## src/rtl/clkstop_pkg.sv

```systemverilog
package clkstop_pkg;
  localparam int unsigned PH_W = 3;
  typedef logic [PH_W-1:0] phase_t;

  // Reference cycles per bus-clock half period.
  function automatic phase_t pci_half(input logic div3);
    return div3 ? phase_t'(3) : phase_t'(2);
  endfunction

  function automatic phase_t phase_last(input logic div3);
    return phase_t'(2 * pci_half(div3) - 1);
  endfunction

  function automatic phase_t phase_step(input phase_t ph, input logic div3);
    return (ph == phase_last(div3)) ? '0 : phase_t'(ph + 1'b1);
  endfunction

  function automatic logic cpu_level(input phase_t ph);
    return ~ph[0];
  endfunction

  function automatic logic pci_level(input phase_t ph, input logic div3);
    return ph < pci_half(div3);
  endfunction
endpackage

```

## src/rtl/clkstop_sync.sv

```systemverilog
module clkstop_sync #(
  parameter int unsigned STAGES  = 2,
  parameter bit          RST_VAL = 1'b0
) (
  input  logic clk,
  input  logic rst_n,
  input  logic d,
  output logic q
);
  logic [STAGES-1:0] shreg;

  always_ff @(posedge clk or negedge rst_n) begin
    if (!rst_n) shreg <= {STAGES{RST_VAL}};
    else        shreg <= {shreg[STAGES-2:0], d};
  end

  assign q = shreg[STAGES-1];
endmodule

```

## src/rtl/clkstop_phase.sv

```systemverilog
module clkstop_phase
  import clkstop_pkg::*;
(
  input  logic clk,
  input  logic rst_n,
  input  logic div3_in,
  output logic cpu_lvl_n,
  output logic pci_lvl_n,
  output logic pci_start,
  output logic pci_end
);
  phase_t ph, ph_n;
  logic   div3_q, first_q, div_eff, wrap;

  // During the first period the ratio comes straight from the input;
  // afterwards it is only re-sampled at a period boundary.
  assign div_eff = first_q ? div3_in : div3_q;
  assign wrap    = (ph == phase_last(div_eff));
  assign ph_n    = phase_step(ph, div_eff);

  always_ff @(posedge clk or negedge rst_n) begin
    if (!rst_n) begin
      ph      <= '0;
      div3_q  <= 1'b0;
      first_q <= 1'b1;
    end else begin
      ph <= ph_n;
      if (wrap) begin
        div3_q  <= div3_in;
        first_q <= 1'b0;
      end
    end
  end

  assign cpu_lvl_n = cpu_level(ph_n);
  assign pci_lvl_n = pci_level(ph_n, div_eff);
  assign pci_start = (ph == '0);
  assign pci_end   = (ph == pci_half(div_eff));
endmodule

```

## src/rtl/clkstop_gate.sv

```systemverilog
module clkstop_gate #(
  parameter int unsigned N = 4
) (
  input  logic         clk,
  input  logic         rst_n,
  input  logic         req,
  input  logic [N-1:0] en,
  input  logic [N-1:0] lvl_n,
  output logic [N-1:0] q
);
  for (genvar i = 0; i < N; i++) begin : g_bit
    logic gate_r, gate_n, out_r;

    // Gate re-evaluated only while a low level is being loaded.
    assign gate_n = lvl_n[i] ? gate_r : (req & en[i]);

    always_ff @(posedge clk or negedge rst_n) begin
      if (!rst_n) begin
        gate_r <= 1'b0;
        out_r  <= 1'b0;
      end else begin
        gate_r <= gate_n;
        out_r  <= lvl_n[i] & gate_n;
      end
    end

    assign q[i] = out_r;
  end
endmodule

```

## src/rtl/clkstop_ctrl.sv

```systemverilog
module clkstop_ctrl
  import clkstop_pkg::*;
#(
  parameter int unsigned NCPU        = 3,
  parameter int unsigned NSDR        = 12,
  parameter int unsigned NPCI        = 5,
  parameter int unsigned SYNC_STAGES = 2
) (
  input  logic            clk_ref,
  input  logic            rst_n,
  input  logic            cpu_stop_n,
  input  logic            pci_stop_n,
  input  logic            mode_desktop,
  input  logic            pci_div3,
  input  logic            tristate,
  input  logic [NCPU-1:0] cpu_en,
  input  logic [NSDR-1:0] sdr_en,
  input  logic [NPCI-1:0] pci_en,
  input  logic [2:0]      free_en,
  output logic [NCPU-1:0] cpu_clk,
  output logic [NSDR-1:0] sdr_clk,
  output logic [NPCI-1:0] pci_clk,
  output logic            cpu_clk_free,
  output logic            sdr_clk_free,
  output logic            pci_clk_free,
  output logic            clk_oe
);
  localparam int unsigned NFREE = 3;

  logic             cpu_req, pci_run_s, pci_req;
  logic             cpu_lvl_n, pci_lvl_n, pci_start, pci_end;
  logic [NFREE-1:0] free_q;

  clkstop_sync #(.STAGES(SYNC_STAGES), .RST_VAL(1'b0)) u_cpu_sync (
    .clk(clk_ref), .rst_n(rst_n), .d(cpu_stop_n), .q(cpu_req)
  );

  clkstop_sync #(.STAGES(SYNC_STAGES), .RST_VAL(1'b0)) u_pci_sync (
    .clk(clk_ref), .rst_n(rst_n), .d(pci_stop_n), .q(pci_run_s)
  );

  // Desktop mode ignores the bus stop request.
  assign pci_req = mode_desktop | pci_run_s;

  clkstop_phase u_phase (
    .clk(clk_ref), .rst_n(rst_n), .div3_in(pci_div3),
    .cpu_lvl_n(cpu_lvl_n), .pci_lvl_n(pci_lvl_n),
    .pci_start(pci_start), .pci_end(pci_end)
  );

  clkstop_gate #(.N(NCPU)) u_cpu_gate (
    .clk(clk_ref), .rst_n(rst_n), .req(cpu_req), .en(cpu_en),
    .lvl_n({NCPU{cpu_lvl_n}}), .q(cpu_clk)
  );

  clkstop_gate #(.N(NSDR)) u_sdr_gate (
    .clk(clk_ref), .rst_n(rst_n), .req(cpu_req), .en(sdr_en),
    .lvl_n({NSDR{cpu_lvl_n}}), .q(sdr_clk)
  );

  clkstop_gate #(.N(NPCI)) u_pci_gate (
    .clk(clk_ref), .rst_n(rst_n), .req(pci_req), .en(pci_en),
    .lvl_n({NPCI{pci_lvl_n}}), .q(pci_clk)
  );

  clkstop_gate #(.N(NFREE)) u_free_gate (
    .clk(clk_ref), .rst_n(rst_n), .req(1'b1), .en(free_en),
    .lvl_n({pci_lvl_n, cpu_lvl_n, cpu_lvl_n}), .q(free_q)
  );

  assign cpu_clk_free = free_q[0];
  assign sdr_clk_free = free_q[1];
  assign pci_clk_free = free_q[2];

  always_ff @(posedge clk_ref or negedge rst_n) begin
    if (!rst_n) clk_oe <= 1'b0;
    else        clk_oe <= ~tristate;
  end
endmodule

```

## config.mk

```make
export PLATFORM = sky130hd
export DESIGN_NAME = clkstop_ctrl
export DESIGN_NICKNAME = d
export VERILOG_FILES = /design/src/rtl/clkstop_pkg.sv /design/src/rtl/clkstop_sync.sv /design/src/rtl/clkstop_phase.sv /design/src/rtl/clkstop_gate.sv /design/src/rtl/clkstop_ctrl.sv
export SDC_FILE = /design/constraint.sdc
export NUM_CORES = 1
export LEC_CHECK = 0
export ABC_AREA = 0
export BUFFER_PORTS_ARGS = -buffer_cell sky130_fd_sc_hd__buf_2
export CAP_MARGIN = 0
export CORE_MARGIN = 2
export CORE_UTILIZATION = 49
export CTS_BUF_LIST = sky130_fd_sc_hd__clkbuf_8
export DETAILED_ROUTE_END_ITERATION = 8
export PLACE_DENSITY = 0.84
export SLEW_MARGIN = 10
export SYNTH_ARGS = -nofsm -noshare
export SYNTH_HDL_FRONTEND = slang
export SYNTH_SLANG_ARGS = --single-unit
```

## constraint.sdc

```tcl
create_clock -name clk_ref -period 1.63 [get_ports clk_ref]
set_input_delay 0.2445 -clock clk_ref [delete_from_list [all_inputs] [get_ports clk_ref]]
set_output_delay 0.2445 -clock clk_ref [all_outputs]
set_load 0.05 [all_outputs]
```

==> run summary, run 1 <==
The minimum clock period is 1.652 ns, and the slew of the pin with the lowest slew margin is 0.6057 ns. The first global-routing pass estimated 5402 um of wire. The hold path depth came out at 1. The commonest non-fill, non-tap cell in the layout is sky130_fd_sc_hd__dfrtp_1. For the number of antenna-violating nets in the routed design, the log shows 0.

The HPWL after detailed placement is 2191 um. At the later pin of the worst-skew pair, clock insertion delay measures 0.29 ns. The biggest area contributor in the post-synthesis netlist is sky130_fd_sc_hd__dfrtp_1.

The worst clock skew is 0.005690 ns. Setup repair after global routing could not meet its margin everywhere. The count of final hold-check violations came out at 0. The logs give 60.53% for the end-of-flow core utilization and 110 um for the wire length on met3. In this run, the number of DRC markers left after iteration 0 of detailed routing was 94.

The routed metal-1 wire length is 1296 um. The detailed router used layers up to and including met4. For this design the top-level I/O count stands at 54.

Routability-driven placement finished with a final weighted congestion of 0.7049. The path type of the worst setup path is register to register. The net switching power of the design was 0.001146 W; the number of port buffers was 53. The number of warnings issued by yosys was 0; the number of buffers created by CTS was 5. The count of vias placed by the detailed router is 1144, and the standard-cell row count is 23.

Counting every sink on the clock net gives 56. Post-CTS timing repair inserted 0 buffers for setup. The leakage power figure was 1.390 nW; the switching power share of the total was 30.92%.

The type of element launching the critical path was a register. Maximum fanout count along the critical path: 3. The worst hold path begins at pci_stop_n. Power spread over the standard cell area amounts to 1520 nW/um^2. The total wire length after detailed routing is 3126 um, and the final-stage net count is 222. TritonCTS built the clock tree. Yosys mapped the design onto 26 distinct sky130hd cell types. The startpoint identified for the worst register-to-register timing path is u_phase.first_q$_DFFE_PN1P_.

Number of cells traversed by the worst register-to-register path: 5. The final setup slack of the worst path is -0.02218 ns, and the peak ir drop on the vdd network is 0.8500 mV. Summing the sequential cell areas from Yosys gives 67.61% of the chip area. The design draws 0.003707 W. Once layout is complete, the cells apart from fillers number 242. The run gives 1220 as the via count of the first global-routing pass. Total count of max-transition violations in the final report: 0. The routed wire length on met2 was 1691 um; the part of the total power dissipated in the clock network was 20.5%. The number of buffers on the longest clock path is 2.

The die is 69.07 um tall. The logs give 0 for the number of design rule violations left after detail routing and 0 for the sum of overflow across all layers after global routing. The share of total power in combinational logic is 33.7%, and the floorplan die area is 4770 um^2. The cell count after synthesis came out at 148. The post-route netlist has 44.27% of its cells at a drive strength greater than 1.

The most critical setup path has its startpoint at u_phase.first_q$_DFFE_PN1P_. The maximum level of the CTS H-tree was 2; the area growth from synthesis to final layout was 17.55%. At the worst endpoint, the required time is 1.81 ns. The number of nets in the synthesized netlist is 179. The top cell types in the final layout, fill and taps aside, are 55 x sky130_fd_sc_hd__dfrtp_1, 53 x sky130_fd_sc_hd__buf_2, 23 x sky130_fd_sc_hd__and2_1. Entering global routing, the biggest net connects 57 pins.

For this run, the total global-route usage over all layers was measured as 14.06%. The tools report the sequential share of power as 45.8%. Detailed-routing iteration count for the pre-antenna-repair pass: 4. In this run, placement finished with an instance count of 233.

For the total standard cell area after synthesis, the log shows 2074 um^2. For the number of diodes, the log shows 0. The core region is 4029 um^2. For this configuration, the core starts out at a cell density of 51.49%. The initial antenna violation count is 0.

Headroom to the max-slew limit came out at 59.44%. A synthesized cell averages 14.02 um^2. By area the synthesized netlist is led by sky130_fd_sc_hd__dfrtp_1 66%, sky130_fd_sc_hd__and2_1 7.5%, sky130_fd_sc_hd__buf_4 7.2%, sky130_fd_sc_hd__a21o_1 6.2%, sky130_fd_sc_hd__a22o_1 1.7%.

Clock tree synthesis selected as its root buffer the cell sky130_fd_sc_hd__clkbuf_8. In this run the biggest area consumer among cell types represents 66.34% of the synthesized area. Clock-pin slew of the registers on the worst-case setup and hold paths: 0.09 ns.

The tools report the internal power as 0.002560 W. STA puts the critical path data arrival time at 1.84 ns. The path class of the tightest hold or removal check is input port to register. The achievable clock frequency is 605.3 MHz. The checks that failed: setup timing. The number of storage elements in the synthesis netlist was 56. Final cycle utilization of the critical path: 101.4%. The number of maximum-capacitance constraint violations came out at 0.

The number of vias per cell was 4.727; the count of final setup violators was 2. From left edge to right edge, the die measures 69.07 um. The worst setup path is captured at a register.

Dividing the detail-routed wire length by the instance count gives 12.92 um. The flow ran to the end, but the final reports show violations.
[cells in the mapped netlist]
cell                       number
sky130_fd_sc_hd__dfrtp_1       55
sky130_fd_sc_hd__a22o_2         1
sky130_fd_sc_hd__or2_2          1
sky130_fd_sc_hd__and2_1        25
sky130_fd_sc_hd__mux2_4         1
sky130_fd_sc_hd__or2b_1         1
sky130_fd_sc_hd__mux2i_1        1
sky130_fd_sc_hd__xor2_1         1
sky130_fd_sc_hd__buf_4         20
sky130_fd_sc_hd__nor2b_1        1
sky130_fd_sc_hd__clkbuf_1       3
sky130_fd_sc_hd__nor3b_1        1
sky130_fd_sc_hd__a22o_1         4
sky130_fd_sc_hd__nor2_1         1
sky130_fd_sc_hd__dfstp_2        1
sky130_fd_sc_hd__and2_2         1
sky130_fd_sc_hd__nand2_1        1
sky130_fd_sc_hd__a21oi_2        2
sky130_fd_sc_hd__inv_1          2
sky130_fd_sc_hd__mux2_2         2
sky130_fd_sc_hd__ha_1           1
sky130_fd_sc_hd__a21o_1        17
sky130_fd_sc_hd__o221a_2        1
sky130_fd_sc_hd__o21ai_1        1
sky130_fd_sc_hd__o21ai_2        2
sky130_fd_sc_hd__buf_6          1
[cells by family after synthesis]
family | Yosys count | share of synthesized area (%)
adders and majority gates | 1 | 0.6030
AOI/OAI and AO/OA | 28 | 10.80
and+or+nand+nor | 32 | 9.590
muxes | 4 | 2.292
buffers and inverters | 26 | 8.685
xor gates and xnor gates | 1 | 0.4223
DFF | 56 | 67.61
[path summary, 6_finish.rpt]
path	endpoint	slack, ns
setup reg to reg	u_free_gate.g_bit[2].gate_r$_DFF_PN0_	-0.02
min in group asynchronous	async pin	0.48
max in group asynchronous	u_phase.first_q$_DFFE_PN1P_	0.87
setup / recovery	u_free_gate.g_bit[2].gate_r$_DFF_PN0_	-0.02
hold / removal	u_pci_sync.shreg[0]$_DFF_PN0_	0.05
hold reg to reg	u_cpu_sync.shreg[1]$_DFF_PN0_	0.36
[area by class of cell]
class	instances	area [um^2]
clock inverter	2	13.76
inverter	2	7.507
clock buffer	6	82.58
tap	50	62.56
sequential	56	1403
multi-input combinational	66	533.0
timing repair buffer	60	336.6
fill	322	1590
[metal layers]
metal,GRT usage (%),vias up
met3,3.655,2
li1,-,554
met4,3.922,0
met5,0,-
met1,16.62,565
met2,25.21,23
[worst max-delay path: stages (launching register included)]
cell and delay, ns:
sky130_fd_sc_hd__dfstp_2 0.58, sky130_fd_sc_hd__mux2_4 0.32, sky130_fd_sc_hd__a21oi_2 0.15, sky130_fd_sc_hd__o21ai_2 0.09
sky130_fd_sc_hd__o21ai_2 0.10, sky130_fd_sc_hd__mux2_4 0.32
[metrics by stage]
| stage | hold slack (ns) | area [um^2] | worst slack [ns] | setup TNS (ns) |
|---|---|---|---|---|
| after CTS | 0.03549 | 2426 | -0.008727 | -0.008727 |
| after floorplan | -0.05109 | 2087 | 0.004344 | 0 |
| after global placement | 0.2597 | 2300 | -0.02580 | -0.2945 |
| after global routing | 0.03037 | 2439 | -0.09571 | -0.3788 |
| after detailed placement | 0.2775 | 2300 | -0.02313 | -0.09268 |
| final | 0.05236 | 2439 | -0.02218 | -0.03838 |
[timing repair]
action | 4_1_cts | 5_1_grt
hold buffers | 1 | 0
hold endpoints to repair | 55 | 0
pin swaps | 4 | 7
gates resized for setup | 5 | 4
setup endpoints to repair | 22 | 11
[power groups by stage]
stage / combinational [W] / sequential [W] / clock (W)
3_5_place_dp: 0.00114 / 0.00172 / 0
6_report: 0.00125 / 0.00170 / 0.000759
2_1_floorplan: 0.000893 / 0.00174 / 0
3_3_place_gp: 0.00110 / 0.00171 / 0
4_1_cts: 0.00120 / 0.00170 / 0.000803
5_1_grt: 0.00135 / 0.00172 / 0.000855
No activity file was read; power rests on OpenSTA's default activity.
==> inputs of run 2 (changes only) <==
- PLACE_DENSITY: 0.84 -> 0.83
- SKIP_CTS_REPAIR_TIMING: default -> 1
- SYNTH_HIERARCHICAL: default -> 1
==> run 2 against run 1 <==
Against the previous run:
- the run now ends clean
- final area up 7.2%
- clock skew up 0.0015 ns
- largest cell class unchanged
- combinational power down 12%
- worst setup slack better by 0.026 ns
- critical path type unchanged
- global-route usage up 1.5 points
- fmax up 1.6%
- register-to-register slack better by 0.03 ns
- final cell count up 16%
==> run summary, run 2 <==
The TritonCTS sink count came out at 56 (unchanged). The maximum fanout count along the critical path is 5 (+2), and the worst hold slack across all endpoints is 0.04838 ns (-0.003981 ns). For the worst endpoint data arrival time, the log shows 1.82 ns (-0.02 ns).

Count of vias placed by the detailed router: 1332 (+16%). The flop-to-flop setup slack is 0.004 ns (+0.03 ns), and the number of cells traversed by the worst register-to-register path is 5 (unchanged). The final-stage net count is 259 (+17%). The total power divided by cell area was 1425 nW/um^2 (-6.2%). The tools report the total standard cell area after synthesis as 2223 um^2 (+7.2%).

For the number of top-level pins, the log shows 54 (unchanged). The total global-route track usage was 15.52% (+1.5 points). Total negative slack: 0 ns (+0.03838 ns). The logs give 5 (unchanged) for the number of buffers created by CTS and 96 (+2.1%) for the iteration-0 DRC count of the detailed router. The number of warnings issued by yosys was 6 (+6); the mean routed wirelength per cell was 12.50 um (-3.3%). Leaving out fill and tap cells, the most frequent cell in the layout is sky130_fd_sc_hd__dfrtp_1. The tools report the number of placed instances, taps included as 268 (+15%).

The path type of the worst setup path was register to register. The peak ir drop on the vdd network is 0.7163 mV (-16%). The post-synthesis area per instance was 12.42 um^2 (-11%). The insertion delay to the later sink of the worst-skew pair is 0.30 ns (about the same), and the via count of the first global-routing pass is 1415 (+16%). The floorplan die area was 5092 um^2 (+6.8%). The worst hold path belongs to the class input port to register. The type of element launching the critical path was a register.

The synthesized instance count came out at 179 (+21%). The tools report the number of design rule violations left after detail routing as 0 (unchanged). The height of the chip is 71.36 um (+3.3%). The pin count of the biggest net entering global routing was 22 (-61%); the number of maximum-capacitance constraint violations was 0 (unchanged). STA classifies the critical path endpoint as a register. The number of vias per cell is 4.757 (+0.63%), and the placed wire-length estimate is 2477 um (+13%). For the worst clock skew, the log shows 0.007147 ns (+0.001457 ns). Initial antenna violation count: 0 (unchanged). TritonCTS built the clock tree. The clock-pin slew of the registers on the worst-case setup and hold paths came out at 0.10 ns (about the same). For the number of buffers on the longest clock path, the log shows 2 (unchanged). The worst setup path startpoint is u_phase/first_q$_DFFE_PN1N_.

The x dimension of the die was 71.36 um (+3.3%). The standard-cell row count was 24 (+4.3%). The final setup slack of the worst path was 0.003735 ns (+0.02592 ns); the achievable clock frequency was 614.9 MHz (+1.6%). The worst slack after detailed placement was -0.02680 ns (-0.003677 ns); the sum of overflow across all layers after global routing was 0 (unchanged). The count of final setup violators came out at 0 (-2). The ratio of cells with drive above 1 in the final layout is 38.16% (-6.1 points), and the number of port buffers is 53 (unchanged).

Wire length of the first global-routing pass: 6106 um (+13%). The run finished with clean final reports. Number of antenna-violating nets in the routed design: 0 (unchanged). The count of final hold-check violations came out at 0 (unchanged). Minimum clock period: 1.626 ns (-0.02592 ns). The number of diodes came out at 0 (unchanged). Setup repair after global routing could not meet its margin everywhere. The run gives 280 (+16%) as the final cell count without fillers.

The run gives 4354 um^2 (+8.1%) as the core area. The launching point of the worst reg2reg path was u_phase/first_q$_DFFE_PN1N_. For the placer congestion estimate, the log shows 0.7123 (+1.0%). The run gives 51.06% (-0.43 points) as the initial core utilization. Leaving out fill and tap cells, the most frequent cells in the layout are 55 x sky130_fd_sc_hd__dfrtp_1, 53 x sky130_fd_sc_hd__buf_2, 21 x sky130_fd_sc_hd__nand2_1.

The required time of the critical path was 1.83 ns (+0.02 ns). The final cycle utilization of the critical path came out at 99.77% (-1.6 points). The leakage power figure came out at 1.433 nW (+3.0%). The tools report the total wire length after detailed routing as 3499 um (+12%).

The tools report the maximum level of the CTS H-tree as 2 (unchanged). Area growth from synthesis to final layout: 17.61% (about the same). The detailed-routing iteration count for the pre-antenna-repair pass came out at 5 (+1).

The total count of max-transition violations in the final report is 0 (unchanged). The root cell of the clock tree was sky130_fd_sc_hd__clkbuf_8.
[run 2: area by class of cell]
| class | instances | area (um^2) |
|---|---|---|
| Timing Repair Buffer | 64 | 362.8 |
| Sequential cell | 56 | 1403 |
| Multi-Input combinational cell | 92 | 628.1 |
| Inverter | 8 | 30.03 |
| Fill cell | 346 | 1739 |
| Tap cell | 52 | 65.06 |
| Clock buffer | 7 | 96.34 |
| Clock inverter | 1 | 30.03 |
[run 2: through the flow]
| step | cell area [um^2] | total power [W] | util [%] |
|---|---|---|---|
| floorplan | 2232 | 0.002477 | - |
| global placement | 2444 | 0.002640 | 56.12 |
| detailed placement | 2444 | 0.002675 | 56.12 |
| CTS | 2570 | 0.003648 | 59.02 |
| global route | 2615 | 0.003945 | 60.06 |
| finish | 2615 | 0.003728 | 60.06 |
[run 2: critical path, cell delays in order (launching register included)]
cell                       delay [ns]
sky130_fd_sc_hd__dfstp_2         0.57
sky130_fd_sc_hd__mux2i_4         0.26
sky130_fd_sc_hd__mux2i_2         0.28
sky130_fd_sc_hd__a21o_1          0.21
sky130_fd_sc_hd__buf_4           0.15
sky130_fd_sc_hd__o21bai_1        0.06
[run 2: routing by layer]
| metal | GRT usage [%] | share of wire (%) | routed length, um |
|---|---|---|---|
| met4 | 5.660 | 1.5 | 53 |
| met2 | 26.13 | 49 | 1704 |
| met3 | 4.501 | 5.5 | 193 |
| met5 | 0 | 0 | 0 |
| met1 | 19.09 | 44 | 1548 |
[run 2: worst min-delay path by stage]
stage,startpoint,endpoint,cells after the start
after floorplan,rst_n,clk_oe$_DFF_PN0_,0
after global placement,rst_n,u_cpu_gate/g_bit[0].out_r$_DFF_PN0_,1
after detailed placement,rst_n,u_cpu_gate/g_bit[2].out_r$_DFF_PN0_,1
after CTS,rst_n,async pin,1
after global routing,pci_stop_n,u_pci_sync/shreg[0]$_DFF_PN0_,1
final,pci_stop_n,u_pci_sync/shreg[0]$_DFF_PN0_,1
[run 2: power breakdown]
group	switching, W	internal [W]
Combinational	0.000571	0.000530
Sequential	0.0000912	0.00158
Clock	0.000413	0.000542
